`config.mk`:
```
export PLATFORM = sky130hd
export DESIGN_NAME = frac_baud_gen
export DESIGN_NICKNAME = d
export VERILOG_FILES = /design/src/rtl/baud_pkg.sv /design/src/rtl/baud_regs.sv /design/src/rtl/baud_prediv.sv /design/src/rtl/baud_frac.sv /design/src/rtl/baud_divcnt.sv /design/src/rtl/frac_baud_gen.sv
export SDC_FILE = /design/constraint.sdc
export NUM_CORES = 1
export LEC_CHECK = 0
export ABC_AREA = 1
export BUFFER_PORTS_ARGS = -buffer_cell sky130_fd_sc_hd__buf_2
export CORE_MARGIN = 8
export CORE_UTILIZATION = 65
export DETAILED_ROUTE_END_ITERATION = 12
export HOLD_SLACK_MARGIN = 0.12
export MAX_ROUTING_LAYER = met4
export PLACE_DENSITY = 0.85
export SLEW_MARGIN = 20
export SYNTH_ARGS = -nofsm -noshare
export SYNTH_HDL_FRONTEND = slang
export SYNTH_SLANG_ARGS = --single-unit
export TNS_END_PERCENT = 20
```
`constraint.sdc`:
```
create_clock -name clk -period 13.55 [get_ports clk]
set_input_delay 1.355 -clock clk [delete_from_list [all_inputs] [get_ports clk]]
set_output_delay 1.355 -clock clk [all_outputs]
set_load 0.05 [all_outputs]
```
`src/rtl/baud_pkg.sv`:
```
package baud_pkg;
  localparam int REG_W    = 32;
  localparam int ADR_W    = 4;
  localparam int FRAC_W   = 16;
  localparam int DIV_W    = 16;
  localparam int CODE_W   = 3;
  localparam int RATIO_W  = 5;

  localparam logic [ADR_W-1:0] IDX_DIV_LO = 4'd0;
  localparam logic [ADR_W-1:0] IDX_DIV_HI = 4'd1;
  localparam logic [ADR_W-1:0] IDX_PRE    = 4'd10;
  localparam logic [ADR_W-1:0] IDX_FRAC   = 4'd11;

  localparam logic [CODE_W-1:0] PRE_RST  = 3'd4;
  localparam logic [FRAC_W-1:0] Y_RST    = 16'd65000;
  localparam logic [DIV_W-1:0]  DIV_RST  = 16'd1;

  function automatic logic [RATIO_W-1:0] pre_ratio(input logic [CODE_W-1:0] code);
    case (code)
      3'd0: pre_ratio = 5'd1;
      3'd1: pre_ratio = 5'd2;
      3'd2: pre_ratio = 5'd4;
      3'd3: pre_ratio = 5'd8;
      3'd4: pre_ratio = 5'd10;
      3'd5: pre_ratio = 5'd12;
      3'd6: pre_ratio = 5'd16;
      default: pre_ratio = 5'd20;
    endcase
  endfunction
endpackage

```
`src/rtl/baud_regs.sv`:
```
module baud_regs
  import baud_pkg::*;
(
  input  logic              clk,
  input  logic              rst_n,
  input  logic              wr,
  input  logic [ADR_W-1:0]  addr,
  input  logic [REG_W-1:0]  wdata,
  input  logic              dlab,
  output logic [REG_W-1:0]  rdata,
  output logic [DIV_W-1:0]  divisor,
  output logic [CODE_W-1:0] code,
  output logic [FRAC_W-1:0] x_val,
  output logic [FRAC_W-1:0] y_val,
  output logic              clr
);
  logic wr_lo, wr_hi, wr_pre, wr_frac;

  assign wr_lo   = wr && dlab && (addr == IDX_DIV_LO);
  assign wr_hi   = wr && dlab && (addr == IDX_DIV_HI);
  assign wr_pre  = wr && (addr == IDX_PRE);
  assign wr_frac = wr && (addr == IDX_FRAC);
  assign clr     = wr_lo | wr_hi | wr_pre | wr_frac;

  always_ff @(posedge clk) begin
    if (!rst_n) begin
      divisor <= DIV_RST;
      code    <= PRE_RST;
      x_val   <= '0;
      y_val   <= Y_RST;
    end else begin
      if (wr_lo)   divisor[7:0]  <= wdata[7:0];
      if (wr_hi)   divisor[15:8] <= wdata[7:0];
      if (wr_pre)  code          <= wdata[CODE_W-1:0];
      if (wr_frac) begin
        x_val <= wdata[2*FRAC_W-1:FRAC_W];
        y_val <= wdata[FRAC_W-1:0];
      end
    end
  end

  always_comb begin
    rdata = '0;
    case (addr)
      IDX_DIV_LO: if (dlab) rdata[7:0] = divisor[7:0];
      IDX_DIV_HI: if (dlab) rdata[7:0] = divisor[15:8];
      IDX_PRE:    rdata[CODE_W-1:0] = code;
      IDX_FRAC:   rdata = {x_val, y_val};
      default:    rdata = '0;
    endcase
  end

  // a divisor write without latch access leaves the divisor unchanged
  a_r3_div_locked: assert property (@(posedge clk) disable iff (!rst_n)
    (wr && !dlab) |=> $stable(divisor));
  // the pre-divider code changes only through its own index
  a_r2_code_hold: assert property (@(posedge clk) disable iff (!rst_n)
    !(wr && addr == IDX_PRE) |=> $stable(code));
endmodule

```
`src/rtl/baud_prediv.sv`:
```
module baud_prediv
  import baud_pkg::*;
(
  input  logic              clk,
  input  logic              rst_n,
  input  logic              clr,
  input  logic [CODE_W-1:0] code,
  output logic              tick
);
  logic [RATIO_W-1:0] ratio;
  logic [RATIO_W-1:0] cnt;

  assign ratio = pre_ratio(code);
  assign tick  = (cnt == ratio - 5'd1);

  always_ff @(posedge clk) begin
    if (!rst_n || clr) cnt <= '0;
    else if (tick)     cnt <= '0;
    else               cnt <= cnt + 5'd1;
  end

  // the count stays inside the selected ratio
  a_r4_cnt_range: assert property (@(posedge clk) disable iff (!rst_n)
    cnt < ratio);
endmodule

```
`src/rtl/baud_frac.sv`:
```
module baud_frac
  import baud_pkg::*;
(
  input  logic              clk,
  input  logic              rst_n,
  input  logic              clr,
  input  logic              hs,
  input  logic [FRAC_W-1:0] x_val,
  input  logic [FRAC_W-1:0] y_val,
  input  logic              tick_in,
  output logic              tick_out
);
  localparam int SUM_W = FRAC_W + 1;

  logic [FRAC_W-1:0] acc;
  logic [SUM_W-1:0]  x_dbl, x_eff, y_ext, sum;
  logic              hit;

  assign y_ext = {1'b0, y_val};
  assign x_dbl = hs ? {x_val, 1'b0} : {1'b0, x_val};
  assign x_eff = (x_dbl > y_ext) ? y_ext : x_dbl;
  assign sum   = {1'b0, acc} + x_eff;
  assign hit   = (y_val != '0) && (sum >= y_ext);

  always_ff @(posedge clk) begin
    if (!rst_n || clr) begin
      acc      <= '0;
      tick_out <= 1'b0;
    end else begin
      tick_out <= tick_in && hit;
      if (tick_in && (y_val != '0))
        acc <= hit ? FRAC_W'(sum - y_ext) : sum[FRAC_W-1:0];
    end
  end

  // the accumulator never reaches y
  a_r5_acc_below_y: assert property (@(posedge clk) disable iff (!rst_n)
    (y_val != '0) |-> (acc < y_val));
  // an output tick needs an input tick in the cycle before
  a_r5_tick_source: assert property (@(posedge clk) disable iff (!rst_n)
    !tick_in |=> !tick_out);
endmodule

```
`src/rtl/baud_divcnt.sv`:
```
module baud_divcnt
  import baud_pkg::*;
(
  input  logic             clk,
  input  logic             rst_n,
  input  logic             clr,
  input  logic [DIV_W-1:0] divisor,
  input  logic             tick,
  output logic             stb
);
  logic [DIV_W-1:0] cnt, last;
  logic             req, owe;

  assign last = divisor - 1'b1;  // 0 wraps to 65535, i.e. divide by 65536
  assign req  = tick && (cnt == last);

  always_ff @(posedge clk) begin
    if (!rst_n || clr) begin
      cnt <= '0;
      stb <= 1'b0;
      owe <= 1'b0;
    end else begin
      if (tick) cnt <= req ? '0 : cnt + 1'b1;
      stb <= (req | owe) & ~stb;
      owe <= (req | owe) & stb;
    end
  end

  // never two strobes in a row
  a_r10_gap: assert property (@(posedge clk) disable iff (!rst_n)
    stb |=> !stb);
  // the count never passes the terminal value
  a_r8_cnt_bound: assert property (@(posedge clk) disable iff (!rst_n)
    $stable(divisor) |-> (cnt <= last));
endmodule

```
`src/rtl/frac_baud_gen.sv`:
```
module frac_baud_gen
  import baud_pkg::*;
(
  input  logic        clk,
  input  logic        rst_n,
  input  logic        reg_wr,
  input  logic [3:0]  reg_addr,
  input  logic [31:0] reg_wdata,
  output logic [31:0] reg_rdata,
  input  logic        dlab,
  input  logic        hs_mode,
  output logic        sample_stb
);
  logic [DIV_W-1:0]  divisor;
  logic [CODE_W-1:0] code;
  logic [FRAC_W-1:0] x_val, y_val;
  logic              clr, pre_tick, frac_tick;

  baud_regs u_regs (
    .clk(clk), .rst_n(rst_n), .wr(reg_wr), .addr(reg_addr), .wdata(reg_wdata),
    .dlab(dlab), .rdata(reg_rdata), .divisor(divisor), .code(code),
    .x_val(x_val), .y_val(y_val), .clr(clr)
  );

  baud_prediv u_pre (
    .clk(clk), .rst_n(rst_n), .clr(clr), .code(code), .tick(pre_tick)
  );

  baud_frac u_frac (
    .clk(clk), .rst_n(rst_n), .clr(clr), .hs(hs_mode), .x_val(x_val),
    .y_val(y_val), .tick_in(pre_tick), .tick_out(frac_tick)
  );

  baud_divcnt u_div (
    .clk(clk), .rst_n(rst_n), .clr(clr), .divisor(divisor), .tick(frac_tick),
    .stb(sample_stb)
  );
endmodule

```
==> metrics.txt <==
Synth area leader dfxtp_1; GRT Overall Usage 28.8%; Finished Layout Cells 1,406; Fillers 987; FF+latch count, synth 91; count of different cell masters after synthesis 44; post-layout util 72.2%; Post-CTS Setup Inserts 0; # rows 39; Final Setup Violations 0; area of the multi-input gates 4850 um^2; Final HPWL DP 16,100 um; Initial Util 65.8%; Vias 7,846; Peak supply drop 0.0000804 V; Syn Area/Cell 6.19 um^2; Final WS setup 6.17 ns; Hold Slack 0.431 ns; Pleak 4.28 nW; RD Place Congestion 0.988; first-pass detailed-route iteration total 5; CTS buffer count 9; HP Class reg -> reg; # port buffers 73; most common flop cell mapped by yosys dfxtp_1; Yosys top cell area share 24.5%; final instance area 8170 um^2; first-pass GRT wire length 34,300 um; largest net degree at the start of global routing 52; critical path class in -> reg; Inserted Diodes 0; cell mode on critical path nand2_1; Synth area leaders dfxtp_1 (24%), nand2_1 (16%), ha_1 (8.9%); Die H 123 um; Synth Instances 1,203; core area 11,300 um^2; Die Wd 123 um; Slew Limit Headroom 38.5%; Mapped Area 7450 um^2; fmax 136 MHz; Clock Latency Late Sink 0.36 ns; wirelength, routed 20,600 um; Final Hold Fails 0; unrepaired setup endpoints after global routing false; post-route minimum period 7.38 ns; async set-reset flop share out of synthesis 0%; clock sink count 91; Nets 1,354; syn_nets 1,299; Post-CTS Resized 0; DR DRC count 0; register area 1820 um^2; # placed instances 1,390; Worst-path clk slew 0.07 ns; Worst Setup End Kind register; worst-margin pin slew 0.917 ns; crit-path max FO 33; number of synthesized flops with an enable pin 0; Arr. time, crit path 7.63 ns; Initial DRC Count 635; TritonCTS clock tree built; initial antenna violation count 0; outcome completed; Startpoint Class input port; wire per inst 14.6 um; CP Data Required Time 13.80 ns; Pwr Density 75.7 nW/um^2; Die Area 15,100 um^2; Vias/cell 5.58; total I/O pin count 74; crit-path max cell delay 0.65 ns; clk root buf clkbuf_16; Total Power 0.619 mW; Max stage delay cell, worst path nand4_1; dpl ws 5.96 ns; Yosys warnings 0; Post-Route Setup TNS 0 ns; htree depth 3; CTS Hold Bufs 0; sequential cell area fraction in the yosys report 24.5%; Syn-to-layout area delta 9.76%; Final Slew Violations 0; Bufs on Longest Clock Path 2; DP Area 7860 um^2; share of cells above drive strength 1 8.87%; maxcap violations 0; clock skew 0.0120 ns; vias in the first global route 7,171; Detail Route Antenna Nets 0; GR Overflow Total 0; final period utilization 54.4%
==> worst paths after layout <==
path,start,to,slack [ns],cells after the start
max,hs_mode,u_frac.acc[13],6.17,33
min,u_div.stb,u_div.stb,0.43,1
max reg2reg,u_regs.x_val[12],u_frac.acc[13],7.25,33
min reg2reg,u_div.stb,u_div.stb,0.43,1
==> synthesized netlist by cell type, types with 2 or more instances <==
library cell  number
and3_1             2
nor2_2             3
or2_2              2
dfxtp_1           91
buf_4              2
nand2_1          321
nand3_2            3
ha_1              53
inv_2              2
clkbuf_1          23
nor3_1             6
o22ai_1            8
a21o_1             6
and2_1             2
o21a_1             2
nor4_1             4
xnor2_1           13
a21oi_1           95
fa_1               2
nor2_1           119
nand4_1           15
inv_1            165
buf_2              2
o211ai_1          12
nand3b_1          21
nand2_2            4
buf_6              3
xor2_1            21
nor2_4             2
nand3_1          103
o21bai_1           5
o21ai_0           79
==> state kept, by name, indices dropped and copies added, names as in the netlist <==
register and cells:
u_frac.acc 16, u_div.stb 1, u_pre.cnt 5, u_frac.tick_out 1, u_div.owe 1, u_div.cnt 16, u_regs.y_val 16, u_regs.divisor 16
u_regs.x_val 16, u_regs.code 3
==> final cells by class <==
type	count	area share [%]
clock inverters	7	1.12
flip-flops and latches	91	22.3
repair buffers	75	4.65
inverters	167	7.67
multi-input cells	914	59.3
well taps	143	2.19
clock buffers	9	2.76
==> critical path: cells and delay by family <==
family | cells | cell delay, ns
AND/OR/NAND/NOR | 20 | 3.14
adder cells (fa/ha/maj) | 4 | 1.26
AO/OA/AOI/OAI | 4 | 1.05
buffers and inverters | 4 | 0.62
XOR/XNOR | 1 | 0.21
==> logic make-up after synthesis <==
kind of cell               count (synthesis)  share of synthesized area (%)
AOI/OAI and AO/OA                        210                           15.3
xor gates and xnor gates                  35                           4.30
buffers and inverters                    198                           10.4
and+or+nand+nor                          614                           36.1
DFF                                       91                           24.5
adders and majority gates                 55                           9.44
==> layer usage <==
| layer | GRT usage, % | part of all wire (%) | vias to the layer above |
|---|---|---|---|
| met5 | - | 0 | - |
| met4 | 12.6 | 3.6 | 0 |
| met3 | 4.16 | 5.6 | 52 |
| met2 | 47.7 | 47 | 254 |
| met1 | 34.2 | 43 | 3521 |
| li1 | - | - | 4019 |
==> cell usage in the layout, fill, tap and decap left out, drive strengths merged, types with 5 or more instances in the layout <==
master	n
a21o	6
a21oi	95
buf	75
clkbuf	9
dfxtp	91
ha	53
inv	170
nand2	326
nand3	106
nand3b	21
nand4	16
nor2	124
nor3	7
nor4	5
o211ai	12
o21ai	79
o21bai	5
o22ai	8
xnor2	13
xor2	21
==> where the power goes <==
| group | internal [mW] | total [mW] | switching, mW |
|---|---|---|---|
| clock network | 0.148 | 0.267 | 0.119 |
| registers | 0.271 | 0.275 | 0.00365 |
| logic | 0.0259 | 0.0772 | 0.0513 |
Power figures use the tool's default switching activity.
